**src/rtl/trig_pwm_pkg.sv**
```systemverilog
// Shared constants and types for the PWM bank.
// Assumes the address map below fits inside the chosen address width.
package trig_pwm_pkg;

    localparam int unsigned CTRL_ADDR  = 0;
    localparam int unsigned PRESC_ADDR = 1;
    localparam int unsigned PER_BASE   = 2;

    // Trigger qualifier states
    typedef enum logic [1:0] {
        TQ_LOW   = 2'd0,   // trigger low, measuring gap
        TQ_ARMED = 2'd1,   // trigger high after a long enough gap
        TQ_SPENT = 2'd2    // trigger high, no further load possible
    } tq_state_e;

endpackage

```
**src/rtl/trig_pwm_regs.sv**
```systemverilog
// Register file: control word, shared prescale word, per-channel period and
// duty staging registers. Reads are combinational from rd_addr.
// Assumes 2 + 2*NCH addresses fit in ADDR_W and all fields fit in DATA_W.
module trig_pwm_regs
    import trig_pwm_pkg::*;
#(
    parameter int NCH    = 4,
    parameter int PRE_W  = 4,
    parameter int CNT_W  = 16,
    parameter int DATA_W = 32,
    parameter int ADDR_W = 4
) (
    input  logic                   clk,
    input  logic                   rst_n,
    input  logic                   wr_en,
    input  logic [ADDR_W-1:0]      wr_addr,
    input  logic [DATA_W-1:0]      wr_data,
    input  logic [ADDR_W-1:0]      rd_addr,
    output logic [DATA_W-1:0]      rd_data,
    output logic [3*NCH-1:0]       ctrl_q,
    output logic [NCH*PRE_W-1:0]   presc_q,
    output logic [NCH*CNT_W-1:0]   per_q,
    output logic [NCH*CNT_W-1:0]   duty_q
);
    localparam int CTRL_W    = 3 * NCH;
    localparam int PRESC_W   = NCH * PRE_W;
    localparam int DUTY_BASE = PER_BASE + NCH;

    logic [CNT_W-1:0] per_r  [NCH];
    logic [CNT_W-1:0] duty_r [NCH];

    // Control word write
    always_ff @(posedge clk) begin
        if (!rst_n)
            ctrl_q <= '0;
        else if (wr_en && wr_addr == ADDR_W'(CTRL_ADDR))
            ctrl_q <= wr_data[CTRL_W-1:0];
    end

    // Shared prescale word write
    always_ff @(posedge clk) begin
        if (!rst_n)
            presc_q <= '0;
        else if (wr_en && wr_addr == ADDR_W'(PRESC_ADDR))
            presc_q <= wr_data[PRESC_W-1:0];
    end

    for (genvar i = 0; i < NCH; i++) begin : g_stage
        // Per-channel period staging write
        always_ff @(posedge clk) begin
            if (!rst_n)
                per_r[i] <= '0;
            else if (wr_en && wr_addr == ADDR_W'(PER_BASE + i))
                per_r[i] <= wr_data[CNT_W-1:0];
        end

        // Per-channel duty staging write
        always_ff @(posedge clk) begin
            if (!rst_n)
                duty_r[i] <= '0;
            else if (wr_en && wr_addr == ADDR_W'(DUTY_BASE + i))
                duty_r[i] <= wr_data[CNT_W-1:0];
        end

        assign per_q[i*CNT_W +: CNT_W]  = per_r[i];
        assign duty_q[i*CNT_W +: CNT_W] = duty_r[i];
    end

    // Read multiplexer
    always_comb begin
        rd_data = '0;
        if (rd_addr == ADDR_W'(CTRL_ADDR))
            rd_data[CTRL_W-1:0] = ctrl_q;
        else if (rd_addr == ADDR_W'(PRESC_ADDR))
            rd_data[PRESC_W-1:0] = presc_q;
        for (int i = 0; i < NCH; i++) begin
            if (rd_addr == ADDR_W'(PER_BASE + i))
                rd_data[CNT_W-1:0] = per_r[i];
            if (rd_addr == ADDR_W'(DUTY_BASE + i))
                rd_data[CNT_W-1:0] = duty_r[i];
        end
    end

endmodule

```
**src/rtl/trig_pwm_qual.sv**
```systemverilog
// Trigger qualifier for one channel. Emits a one-cycle load request once the
// trigger has been high for MIN_HOLD_CYC cycles, provided it was low for at
// least MIN_HOLD_CYC cycles before rising. Assumes MIN_HOLD_CYC >= 2.
module trig_pwm_qual
    import trig_pwm_pkg::*;
#(
    parameter int MIN_HOLD_CYC = 50
) (
    input  logic clk,
    input  logic rst_n,
    input  logic trig_i,
    output logic load_o
);
    localparam int CW = $clog2(MIN_HOLD_CYC + 1);
    localparam logic [CW-1:0] LIM      = CW'(MIN_HOLD_CYC);
    localparam logic [CW-1:0] HIGH_END = CW'(MIN_HOLD_CYC - 1);

    tq_state_e     state;
    logic [CW-1:0] cnt;

    // Gap / hold measurement and load pulse generation
    always_ff @(posedge clk) begin
        if (!rst_n) begin
            state  <= TQ_LOW;
            cnt    <= '0;
            load_o <= 1'b0;
        end else begin
            load_o <= 1'b0;
            unique case (state)
                TQ_LOW: begin
                    if (trig_i) begin
                        state <= (cnt >= LIM) ? TQ_ARMED : TQ_SPENT;
                        cnt   <= CW'(1);
                    end else if (cnt < LIM) begin
                        cnt <= cnt + 1'b1;
                    end
                end
                TQ_ARMED: begin
                    if (!trig_i) begin
                        state <= TQ_LOW;
                        cnt   <= CW'(1);
                    end else if (cnt == HIGH_END) begin
                        load_o <= 1'b1;
                        state  <= TQ_SPENT;
                    end else begin
                        cnt <= cnt + 1'b1;
                    end
                end
                default: begin
                    if (!trig_i) begin
                        state <= TQ_LOW;
                        cnt   <= CW'(1);
                    end
                end
            endcase
        end
    end

endmodule

```
**src/rtl/trig_pwm_chan.sv**
```systemverilog
// One PWM channel: active settings, prescaler, period counter and output
// stage. A load either applies at once or, with smooth set, waits for the end
// of the current period; staged values are sampled when the load applies.
// A zero period holds the pin at the inactive level.
module trig_pwm_chan #(
    parameter int PRE_W = 4,
    parameter int CNT_W = 16
) (
    input  logic             clk,
    input  logic             rst_n,
    input  logic             load_i,
    input  logic             smooth_i,
    input  logic             pol_i,
    input  logic [PRE_W-1:0] stg_pre_i,
    input  logic [CNT_W-1:0] stg_per_i,
    input  logic [CNT_W-1:0] stg_duty_i,
    output logic             pwm_o,
    output logic             apply_o,
    output logic             pend_o
);
    logic [PRE_W-1:0] act_pre, pre_cnt;
    logic [CNT_W-1:0] act_per, act_duty, cnt;
    logic             act_pol;
    logic             tick, per_zero, wrap, period_end;

    assign tick       = (pre_cnt == act_pre);
    assign per_zero   = (act_per == '0);
    assign wrap       = tick && (cnt >= act_per - 1'b1);
    assign period_end = per_zero || wrap;
    assign apply_o    = (load_i && (!smooth_i || period_end)) || (pend_o && period_end);

    // Active settings, pending flag and counters
    always_ff @(posedge clk) begin
        if (!rst_n) begin
            act_pre  <= '0;
            act_per  <= '0;
            act_duty <= '0;
            act_pol  <= 1'b0;
            pre_cnt  <= '0;
            cnt      <= '0;
            pend_o   <= 1'b0;
        end else if (apply_o) begin
            act_pre  <= stg_pre_i;
            act_per  <= stg_per_i;
            act_duty <= stg_duty_i;
            act_pol  <= pol_i;
            pre_cnt  <= '0;
            cnt      <= '0;
            pend_o   <= 1'b0;
        end else begin
            if (load_i)
                pend_o <= 1'b1;
            if (per_zero) begin
                pre_cnt <= '0;
                cnt     <= '0;
            end else if (tick) begin
                pre_cnt <= '0;
                cnt     <= wrap ? '0 : cnt + 1'b1;
            end else begin
                pre_cnt <= pre_cnt + 1'b1;
            end
        end
    end

    // Registered output with inversion
    always_ff @(posedge clk) begin
        if (!rst_n)
            pwm_o <= 1'b0;
        else
            pwm_o <= act_pol ^ (!per_zero && (cnt < act_duty));
    end

endmodule

```
**src/rtl/trig_pwm_bank.sv**
```systemverilog
// Top of the PWM bank: register file, one trigger qualifier and one channel
// per output. Control word bit i is the trigger, NCH+i the smooth bit and
// 2*NCH+i the inversion bit of channel i.
module trig_pwm_bank #(
    parameter int NCH          = 4,
    parameter int PRE_W        = 4,
    parameter int CNT_W        = 16,
    parameter int DATA_W       = 32,
    parameter int ADDR_W       = 4,
    parameter int MIN_HOLD_CYC = 50
) (
    input  logic              clk,
    input  logic              rst_n,
    input  logic              wr_en,
    input  logic [ADDR_W-1:0] wr_addr,
    input  logic [DATA_W-1:0] wr_data,
    input  logic [ADDR_W-1:0] rd_addr,
    output logic [DATA_W-1:0] rd_data,
    output logic [NCH-1:0]    pwm_out
);
    logic [3*NCH-1:0]     ctrl_q;
    logic [NCH*PRE_W-1:0] presc_q;
    logic [NCH*CNT_W-1:0] per_q;
    logic [NCH*CNT_W-1:0] duty_q;
    logic [NCH-1:0]       load_req;
    logic [NCH-1:0]       applied;
    logic [NCH-1:0]       pend;

    trig_pwm_regs #(
        .NCH(NCH), .PRE_W(PRE_W), .CNT_W(CNT_W),
        .DATA_W(DATA_W), .ADDR_W(ADDR_W)
    ) u_regs (
        .clk(clk), .rst_n(rst_n),
        .wr_en(wr_en), .wr_addr(wr_addr), .wr_data(wr_data),
        .rd_addr(rd_addr), .rd_data(rd_data),
        .ctrl_q(ctrl_q), .presc_q(presc_q), .per_q(per_q), .duty_q(duty_q)
    );

    for (genvar i = 0; i < NCH; i++) begin : g_ch
        trig_pwm_qual #(.MIN_HOLD_CYC(MIN_HOLD_CYC)) u_qual (
            .clk(clk), .rst_n(rst_n),
            .trig_i(ctrl_q[i]),
            .load_o(load_req[i])
        );

        trig_pwm_chan #(.PRE_W(PRE_W), .CNT_W(CNT_W)) u_chan (
            .clk(clk), .rst_n(rst_n),
            .load_i(load_req[i]),
            .smooth_i(ctrl_q[NCH + i]),
            .pol_i(ctrl_q[2*NCH + i]),
            .stg_pre_i(presc_q[i*PRE_W +: PRE_W]),
            .stg_per_i(per_q[i*CNT_W +: CNT_W]),
            .stg_duty_i(duty_q[i*CNT_W +: CNT_W]),
            .pwm_o(pwm_out[i]),
            .apply_o(applied[i]),
            .pend_o(pend[i])
        );
    end

endmodule

```
**config.mk**
```make
export PLATFORM = sky130hd
export DESIGN_NAME = trig_pwm_bank
export DESIGN_NICKNAME = d
export VERILOG_FILES = /design/src/rtl/trig_pwm_pkg.sv /design/src/rtl/trig_pwm_regs.sv /design/src/rtl/trig_pwm_qual.sv /design/src/rtl/trig_pwm_chan.sv /design/src/rtl/trig_pwm_bank.sv
export SDC_FILE = /design/constraint.sdc
export NUM_CORES = 1
export LEC_CHECK = 0
export BUFFER_PORTS_ARGS = -buffer_cell sky130_fd_sc_hd__clkbuf_2
export CORE_ASPECT_RATIO = 1.25
export CORE_MARGIN = 8
export CORE_UTILIZATION = 58
export CTS_CLUSTER_DIAMETER = 200
export DETAILED_ROUTE_END_ITERATION = 6
export HOLD_SLACK_MARGIN = 0.1
export PLACE_DENSITY = 0.85
export SETUP_SLACK_MARGIN = 0.5
export SLEW_MARGIN = 20
export SYNTH_ARGS = -nofsm -noshare
export SYNTH_HDL_FRONTEND = slang
export SYNTH_SLANG_ARGS = --single-unit
```
**constraint.sdc**
```tcl
create_clock -name clk -period 5.2 [get_ports clk]
set_clock_uncertainty 0.2 [all_clocks]
set_input_delay 0.52 -clock clk [delete_from_list [all_inputs] [get_ports clk]]
set_output_delay 0.52 -clock clk [all_outputs]
set_load 0.05 [all_outputs]
```
==> out/results.ini, run 1 <==
[clock_network]
cts_tree=built
clock_sinks=428
clk_pin_slew_worst_paths_ns=0.07
ctsRootBufferMaster=clkbuf_16
insertion_delay_ns=0.55
post_cts_buffers=0
ctsHtreeMaxLevel=2
clockBufferDepth=3
numCtsBuffers=43

[detailed_routing]
drtIter0Drc=1582
drt-pass1-iter-count=7
via_count=17620
vias_per_cell=5.961
ant_nets=0
drc_errors=0
wl_per_cell_um=18.90
routed_wl_um=55880

[floorplan]
ios=79
fp.dieW_um=190.9
core_area_mm2=0.03794
initial_core_util_pct=58.47
rows=80
die_h_um=234.6
die_area_mm2=0.04480

[cells_and_area]
layout_commonest_cell=nand2_1
nFillCells=2948
post_route_cells_drive_above_1_share_pct=7.230
most-common-layout-cells=nand2_1 (306), dfxtp_1 (300), nor2_1 (202)
nets=2619
area_growth_pct=9.505

[synth]
synthArstFlopShare_pct=0
syn_avg_cell_area_um2=9.124
synth_edf_count=128
synthCells=2431
ys_seq_area_share_pct=44.40
ys_ff_latch=428
synth-main-ff-cell=dfxtp_1
synth_area_mm2=0.02218
yosys.cell_types.count=70
yosys_warnings=0

[hold_path]
min_path_type=primary input to flip-flop
whs_path_depth=3
hp-start=rst_n
hold_end=g_ch[1].u_chan.pend_o

[global_route]
grt_pass1_wl_um=89630
grt-ovfl-total=0
antenna_found_initial=4
grt_pass1_vias=17560
grtUsageTotal_pct=24.53
grt_max_degree=101

[timing]
fmax_ghz=0.2346
slew_viol_final=0
fin_crit_ns=4.263
rsz0062_at_grt=no
slew-limit-headroom_pct=30.66
worstMarginPinSlew_ns=1.036
tns_ns=0
finalSetupViolations=0
finalHoldViolations=0
period_share_pct=81.98
holdWs_ns=0.1864

[pwr]
p_per_area_mw_per_mm2=302.6
internal_power_mw=5.673
p_leak_nw=9.936
combPwrFrac_pct=5.3
peakVddDrop_mv=0.2093
pwr-share-seq_pct=48.6
p_sw_share_pct=22.82
power.clock.fraction_pct=46.1
power_mw=7.351
switching_power_mw=1.677

[worst_setup_path]
cpPeakStageDelay_ns=0.37
critPathBufInv=1
crit_arrival_ns=4.53
r2r-start=g_ch[2].u_chan.act_per[2]
setup.worst_path.class=flip-flop to flip-flop
critPathTopFamily=compound AO/OA/AOI/OAI gates
required_ns=5.46
regToRegSetupSlack_ns=0.94
path_depth=16
crit_path_cell_trace=nor3_2 > nand3_1 > nor3_1 > nand2b_1 > nor4_2 > nand2_1 > xor2_1 > ha_1 > a211oi_1 > o21ai_1 > a221oi_1 > a21boi_2 > o211ai_2 > a22oi_4 > buf_12 > mux2i_1
cp-start-kind=flip-flop
cp_max_fo=36
crit_slowest_cell=a22oi_4
cp-end-kind=flip-flop
rr_endpoint=g_ch[2].u_chan.act_per[10]
rr_worst_depth=16

[outcome]
outcome=complete, no violations

[place]
dp_hpwl_um=40300
place_congestion=0.9571
portBuffers=46

[flow_run]
maxCapViolations=0

-- timing repair --
action | CTS | global route
resized for setup | 0 | 3
hold buffers | 0 | 0
setup endpoints to repair | 0 | 38
-- worst min-delay path, stage by stage --
cell and delay, ns:
buf_8 0.18, o21ai_0 0.12, nor3_1 0.05
-- how the worst max path moves through the flow --
| stage | start | to | slack [ns] |
|---|---|---|---|
| 2_1_floorplan | g_ch[2].u_chan.act_per[2] | g_ch[2].u_chan.act_pol | 1.43 |
| 3_3_place_gp | g_ch[2].u_chan.act_per[2] | g_ch[2].u_chan.pre_cnt[0] | 0.76 |
| 3_5_place_dp | g_ch[2].u_chan.act_per[2] | g_ch[2].u_chan.act_duty[0] | 0.65 |
| 4_1_cts | g_ch[2].u_chan.act_per[2] | g_ch[2].u_chan.act_duty[0] | 0.64 |
| 5_1_grt | g_ch[2].u_chan.act_per[2] | g_ch[2].u_chan.act_per[10] | 0.63 |
| 6_report | g_ch[2].u_chan.act_per[2] | g_ch[2].u_chan.act_per[10] | 0.94 |
-- routing by layer --
layer,track usage (%),share of wire (%),wire length (um),up-vias
met5,0,0.020,11,-
met4,13.04,5.3,2957,2
li1,-,-,-,8444
met3,4.653,7.6,4265,185
met1,28.70,38,21450,8331
met2,41.76,49,27190,658
-- stage by stage --
stage	cells	cell area, um^2	setup slack [ns]	util (%)
floorplan	2446	22240	1.430	-
global placement	2875	22710	0.7639	59.87
detailed placement	2875	22710	0.6496	59.87
CTS	2954	24260	0.6360	63.95
global route	2956	24290	0.6283	64.03
finish	2956	24290	0.9369	64.03
-- power by group through the flow --
stage / Clock [mW] / Combinational [mW] / Sequential, mW
after global routing: 3.56 / 0.415 / 3.57
after detailed placement: 0 / 0.381 / 3.64
final: 3.39 / 0.392 / 3.57
after CTS: 3.42 / 0.383 / 3.57
after global placement: 0 / 0.374 / 3.64
after floorplan: 0 / 0.268 / 3.61
-- area by class of cell --
class / instances / area, um^2 / area share (%)
Timing Repair Buffer: 72 / 460.4 / 1.896
Tap cell: 492 / 615.6 / 2.534
Multi-Input combinational cell: 1780 / 11420 / 47.04
Clock buffer: 58 / 1236 / 5.089
Clock inverter: 21 / 311.5 / 1.283
Sequential cell: 428 / 9849 / 40.55
Inverter: 103 / 386.6 / 1.592
Antenna cell: 2 / 5.005 / 0.02060
-- cells by family after synthesis --
group / count (synthesis) / synth area share, %
buffers and inverters: 238 / 4.710
adder cells (fa/ha/maj): 148 / 8.348
other: 1 / 0.01691
XOR/XNOR: 162 / 6.397
AO/OA/AOI/OAI: 383 / 10.82
flip-flops: 428 / 44.40
AND/OR/NAND/NOR: 991 / 21.57
multiplexers: 80 / 3.734
-- flip-flops by register name, indices dropped and copies added, names as in the netlist, 8 cells and up --
register	count
g_ch.u_chan.act_duty	64
g_ch.u_chan.act_per	64
g_ch.u_chan.cnt	64
u_regs.duty_r	64
u_regs.per_r	64
g_ch.u_qual.cnt	24
g_ch.u_chan.act_pre	16
g_ch.u_chan.pre_cnt	16
u_regs.presc_q	16
u_regs.ctrl_q	12
g_ch.u_qual.state	8
-- cell usage after synthesis (all sizes together), types with 23 or more instances --
library cell / instances / area share [%]
a22oi: 23 / 0.84
buf: 58 / 1.7
xor2: 97 / 3.8
dfxtp: 300 / 27
nor3: 37 / 0.86
o21ai: 148 / 3.4
nand4: 34 / 0.96
clkbuf: 77 / 1.3
nor2: 202 / 3.4
nor4: 28 / 0.87
xnor2: 65 / 2.6
o31ai: 25 / 0.85
nand2b: 26 / 0.73
nand3: 151 / 3.4
mux2i: 67 / 3.0
ha: 148 / 8.3
inv: 103 / 1.7
nand2: 306 / 5.2
a21oi: 71 / 1.6
and2: 132 / 3.7
edfxtp: 128 / 17
No activity file was read; power rests on OpenSTA's default activity.
==> inputs of run 2 (changes only) <==
Settings changed: ABC_AREA set to 1.
Clock period 5.2 ns to 4.3 ns, I/O delays scaled along.
==> run 2 against run 1 <==
The flow now finishes with violations (design-rule violations). Global-route usage grew 1.1 points. Worst setup slack lost 0.37 ns. Highest routed layer is now met4. Critical path depth fell by 7. Combinational power increased by 6.9%. Synthesized cell count rose by 20%. Largest power group unchanged. Critical endpoint is now rd_data[0].
==> out/results.ini, run 2 <==
[floorplan]
die_area_mm2=0.04577  ; +2.2%
rows=81  ; +1.3%
die_h_um=237.2  ; +1.1%
core_area_mm2=0.03892  ; +2.6%
ios=79  ; unchanged
initial_core_util_pct=58.33  ; -0.14 points
fp.dieW_um=193.0  ; +1.1%

[synth]
syn_avg_cell_area_um2=7.804  ; -14%
post-synth-top-area-fraction_pct=26.46  ; -0.62 points
synth-main-ff-cell=dfxtp_1
yosys.cell_types.count=51  ; -27%
synth_most_common_cell=nand2_1
ys_seq_area_share_pct=43.39  ; -1.0 points
synthSimpleGateAreaFrac_pct=25.93  ; +4.4 points
synth_compound_area_share_pct=9.673  ; -1.1 points
ys_ff_latch=428  ; unchanged
synthArstFlopShare_pct=0  ; unchanged
synth_xor_area_share_pct=4.630  ; -1.8 points
yosysTopAreaCell=dfxtp_1
synth_fa_ha_area_share_pct=8.157  ; -0.19 points
synth_mux_area_share_pct=0  ; -3.7 points
yosys_warnings=0  ; unchanged
synth_area_mm2=0.02270  ; +2.3%
ys_top_cells_by_area=dfxtp_1 (26%), edfxtp_1 (17%), nand2_1 (8.6%)
synth_edf_count=128  ; unchanged
synth_top_family_by_area=simple AND/OR/NAND/NOR gates
synthCells=2909  ; +20%
synth.cells.most_frequent=nand2_1 (522), nor2_1 (396), dfxtp_1 (300)

[detailed_routing]
drtIter0Drc=2388  ; +51%
wl_met1_um=23290  ; +8.6%
wl_met3_um=5957  ; +40%
highest_layer=met4
drt-pass1-iter-count=7  ; unchanged
vias_per_cell=5.954  ; -0.11%
wl_met2_um=31310  ; +15%
routed_wl_um=64250  ; +15%
via_count=20780  ; +18%
drc_errors=4  ; +4
ant_nets=0  ; unchanged
wl_per_cell_um=18.41  ; -2.6%

[clock_network]
cts_tree=built
clk_pin_slew_worst_paths_ns=0.06  ; about the same
ctsRootBufferMaster=clkbuf_16
ctsHtreeMaxLevel=2  ; unchanged
clockBufferDepth=3  ; unchanged
insertion_delay_ns=0.56  ; about the same
clock_sinks=428  ; unchanged
numCtsBuffers=41  ; -4.7%

[place]
place_congestion=0.9251  ; -3.3%
placed_cell_area_mm2=0.02314  ; +1.9%
dp.cells=3365  ; +17%
portBuffers=46  ; unchanged
dp_hpwl_um=43080  ; +6.9%

[timing]
rsz0062_at_grt=no
worstMarginPinSlew_ns=1.110  ; +0.07351 ns
slew_viol_final=0  ; unchanged
tns_ns=0  ; unchanged
fmax_ghz=0.2676
slew-limit-headroom_pct=26.01  ; -4.6 points
fin_crit_ns=3.738
finalHoldViolations=0  ; unchanged
period_share_pct=86.92
finalSetupViolations=0  ; unchanged

[worst_setup_path]
crit_slowest_cell=o2111ai_1
crit_arrival_ns=3.11  ; -1.42 ns
cpPeakStageDelay_ns=0.59  ; +0.22 ns
rr_endpoint=g_ch[3].u_chan.act_per[0]
cp-start-kind=primary input
cp-end-kind=output pin
regToRegSetupSlack_ns=0.60  ; -0.34 ns
setup.worst_path.class=primary input to output pin
rr_worst_depth=21  ; +5
crit_path_cell_trace=clkbuf_2 > nor2_1 > nand2_1 > o2111ai_1 > nor2_1 > nand4_1 > o21ai_0 > nand3_1 > clkbuf_2
r2r-start=g_ch[3].u_chan.act_per[0]
required_ns=3.67  ; -1.79 ns
cp_max_fo=12  ; -67%

[hold_path]
whs_path_depth=3  ; unchanged
min_path_type=primary input to flip-flop
hp-start=wr_data[13]
hold_end=u_regs.presc_q[13]

[cells_and_area]
area_growth_pct=12.05
instances_no_fill=3489  ; +18%
layout_commonest_cell=nand2_1
most-common-layout-cells=nand2_1 (509), nor2_1 (392), dfxtp_1 (299)
final_design_area_no_fill_mm2=0.02544  ; +4.7%
post_route_cells_drive_above_1_share_pct=8.629  ; +1.4 points
nets=3149  ; +20%

[global_route]
grtUsageTotal_pct=25.66  ; +1.1 points
grt_max_degree=97  ; -4.0%
antenna_found_initial=1  ; -3
grt_pass1_wl_um=95740  ; +6.8%
grt_pass1_vias=19240  ; +9.5%
grt-ovfl-total=0  ; unchanged

[outcome]
violations=design-rule violations
outcome=complete, but fails checks

[pwr]
p_leak_nw=10.94  ; +10%
peakVddDrop_mv=0.3262  ; +56%
p_per_area_mw_per_mm2=328.2  ; +8.5%

[flow_run]
maxCapViolations=0  ; unchanged

run 2: cell count changes after synthesis, moves of 26 or more:
cell      before  now
o21ai_1      101    0
inv_1        102  290
nand2_1      306  522
nor3_1        36   68
nand3_1      151  252
nand2b_1      26    0
xnor2_1       65   37
a21oi_1       71  296
mux2i_1       67    0
o21ai_0       46   84
nor2_1       202  396
and2_1       131    0
run 2: area by class of cell:
| cell class | instances | area (um^2) |
|---|---|---|
| clock buffers | 50 | 1102 |
| diodes | 1 | 2.502 |
| multi-input cells | 2061 | 11400 |
| clock inverters | 25 | 214.0 |
| fillers | 2976 | 13480 |
| flip-flops and latches | 428 | 9851 |
| well taps | 498 | 623.1 |
| inverters | 311 | 1170 |
| repair buffers | 115 | 1071 |
run 2: metrics by stage:
stage	power [mW]	util, %	hold WS, ns	setup slack [ns]
2_1_floorplan	4.649	-	0.2364	0.7852
3_3_place_gp	4.796	59.45	0.2484	0.2934
3_5_place_dp	4.811	59.45	0.2568	0.08095
4_1_cts	8.329	63.50	0.1358	0.4630
5_1_grt	8.525	65.36	0.1750	0.3806
6_report	8.350	65.36	0.1735	0.5625
run 2: kinds of logic after synthesis:
| group | Yosys count |
|---|---|
| DFF | 428 |
| xor gates and xnor gates | 120 |
| AOI/OAI and AO/OA | 417 |
| and+or+nand+nor | 1358 |
| other | 1 |
| adders and majority gates | 148 |
| buffers and inverters | 437 |
run 2: how the worst max path moves through the flow:
stage | cells past startpoint | slack [ns] | start | end
2_1_floorplan | 22 | 0.79 | g_ch[2].u_chan.act_per[0] | g_ch[2].u_chan.act_duty[13]
5_1_grt | 21 | 0.38 | g_ch[2].u_chan.act_per[1] | g_ch[2].u_chan.cnt[3]
3_3_place_gp | 19 | 0.29 | g_ch[1].u_chan.act_per[2] | g_ch[1].u_chan.cnt[15]
6_report | 9 | 0.56 | rd_addr[2] | rd_data[0]
3_5_place_dp | 19 | 0.08 | g_ch[1].u_chan.act_per[2] | g_ch[1].u_chan.cnt[11]
4_1_cts | 18 | 0.46 | g_ch[0].u_chan.act_per[2] | g_ch[0].u_chan.act_per[13]
run 2: worst max-delay path, delay by kind of cell:
kind / cells / cell delay [ns]
simple gates: 5 / 1.54
buf+inv: 2 / 0.41
compound gates: 2 / 0.72
run 2: what timing repair did:
item	4_1_cts	5_1_grt
gates resized for setup	24	61
pin swaps	0	25
endpoints found under the setup margin	177	232
hold buffers	14	0
hold endpoints to repair	14	0
buffers inserted	1	17
gates cloned	0	16
run 2: per-layer routing:
layer  global-route usage [%]  up-vias
met2                    44.07     1133
met3                    4.531      250
met4                    12.56        0
met1                    30.50     9710
met5                        0        -
li1                         -     9682
run 2: power breakdown:
| group | switching (mW) | internal [mW] | leakage [nW] | total, mW |
|---|---|---|---|---|
| combinational | 0.334 | 0.0852 | 6.66 | 0.419 |
| clock | 1.58 | 2.02 | 0.629 | 3.60 |
| sequential | 0.0877 | 4.25 | 3.65 | 4.34 |
| total | 2.00 | 6.35 | 10.9 | 8.35 |
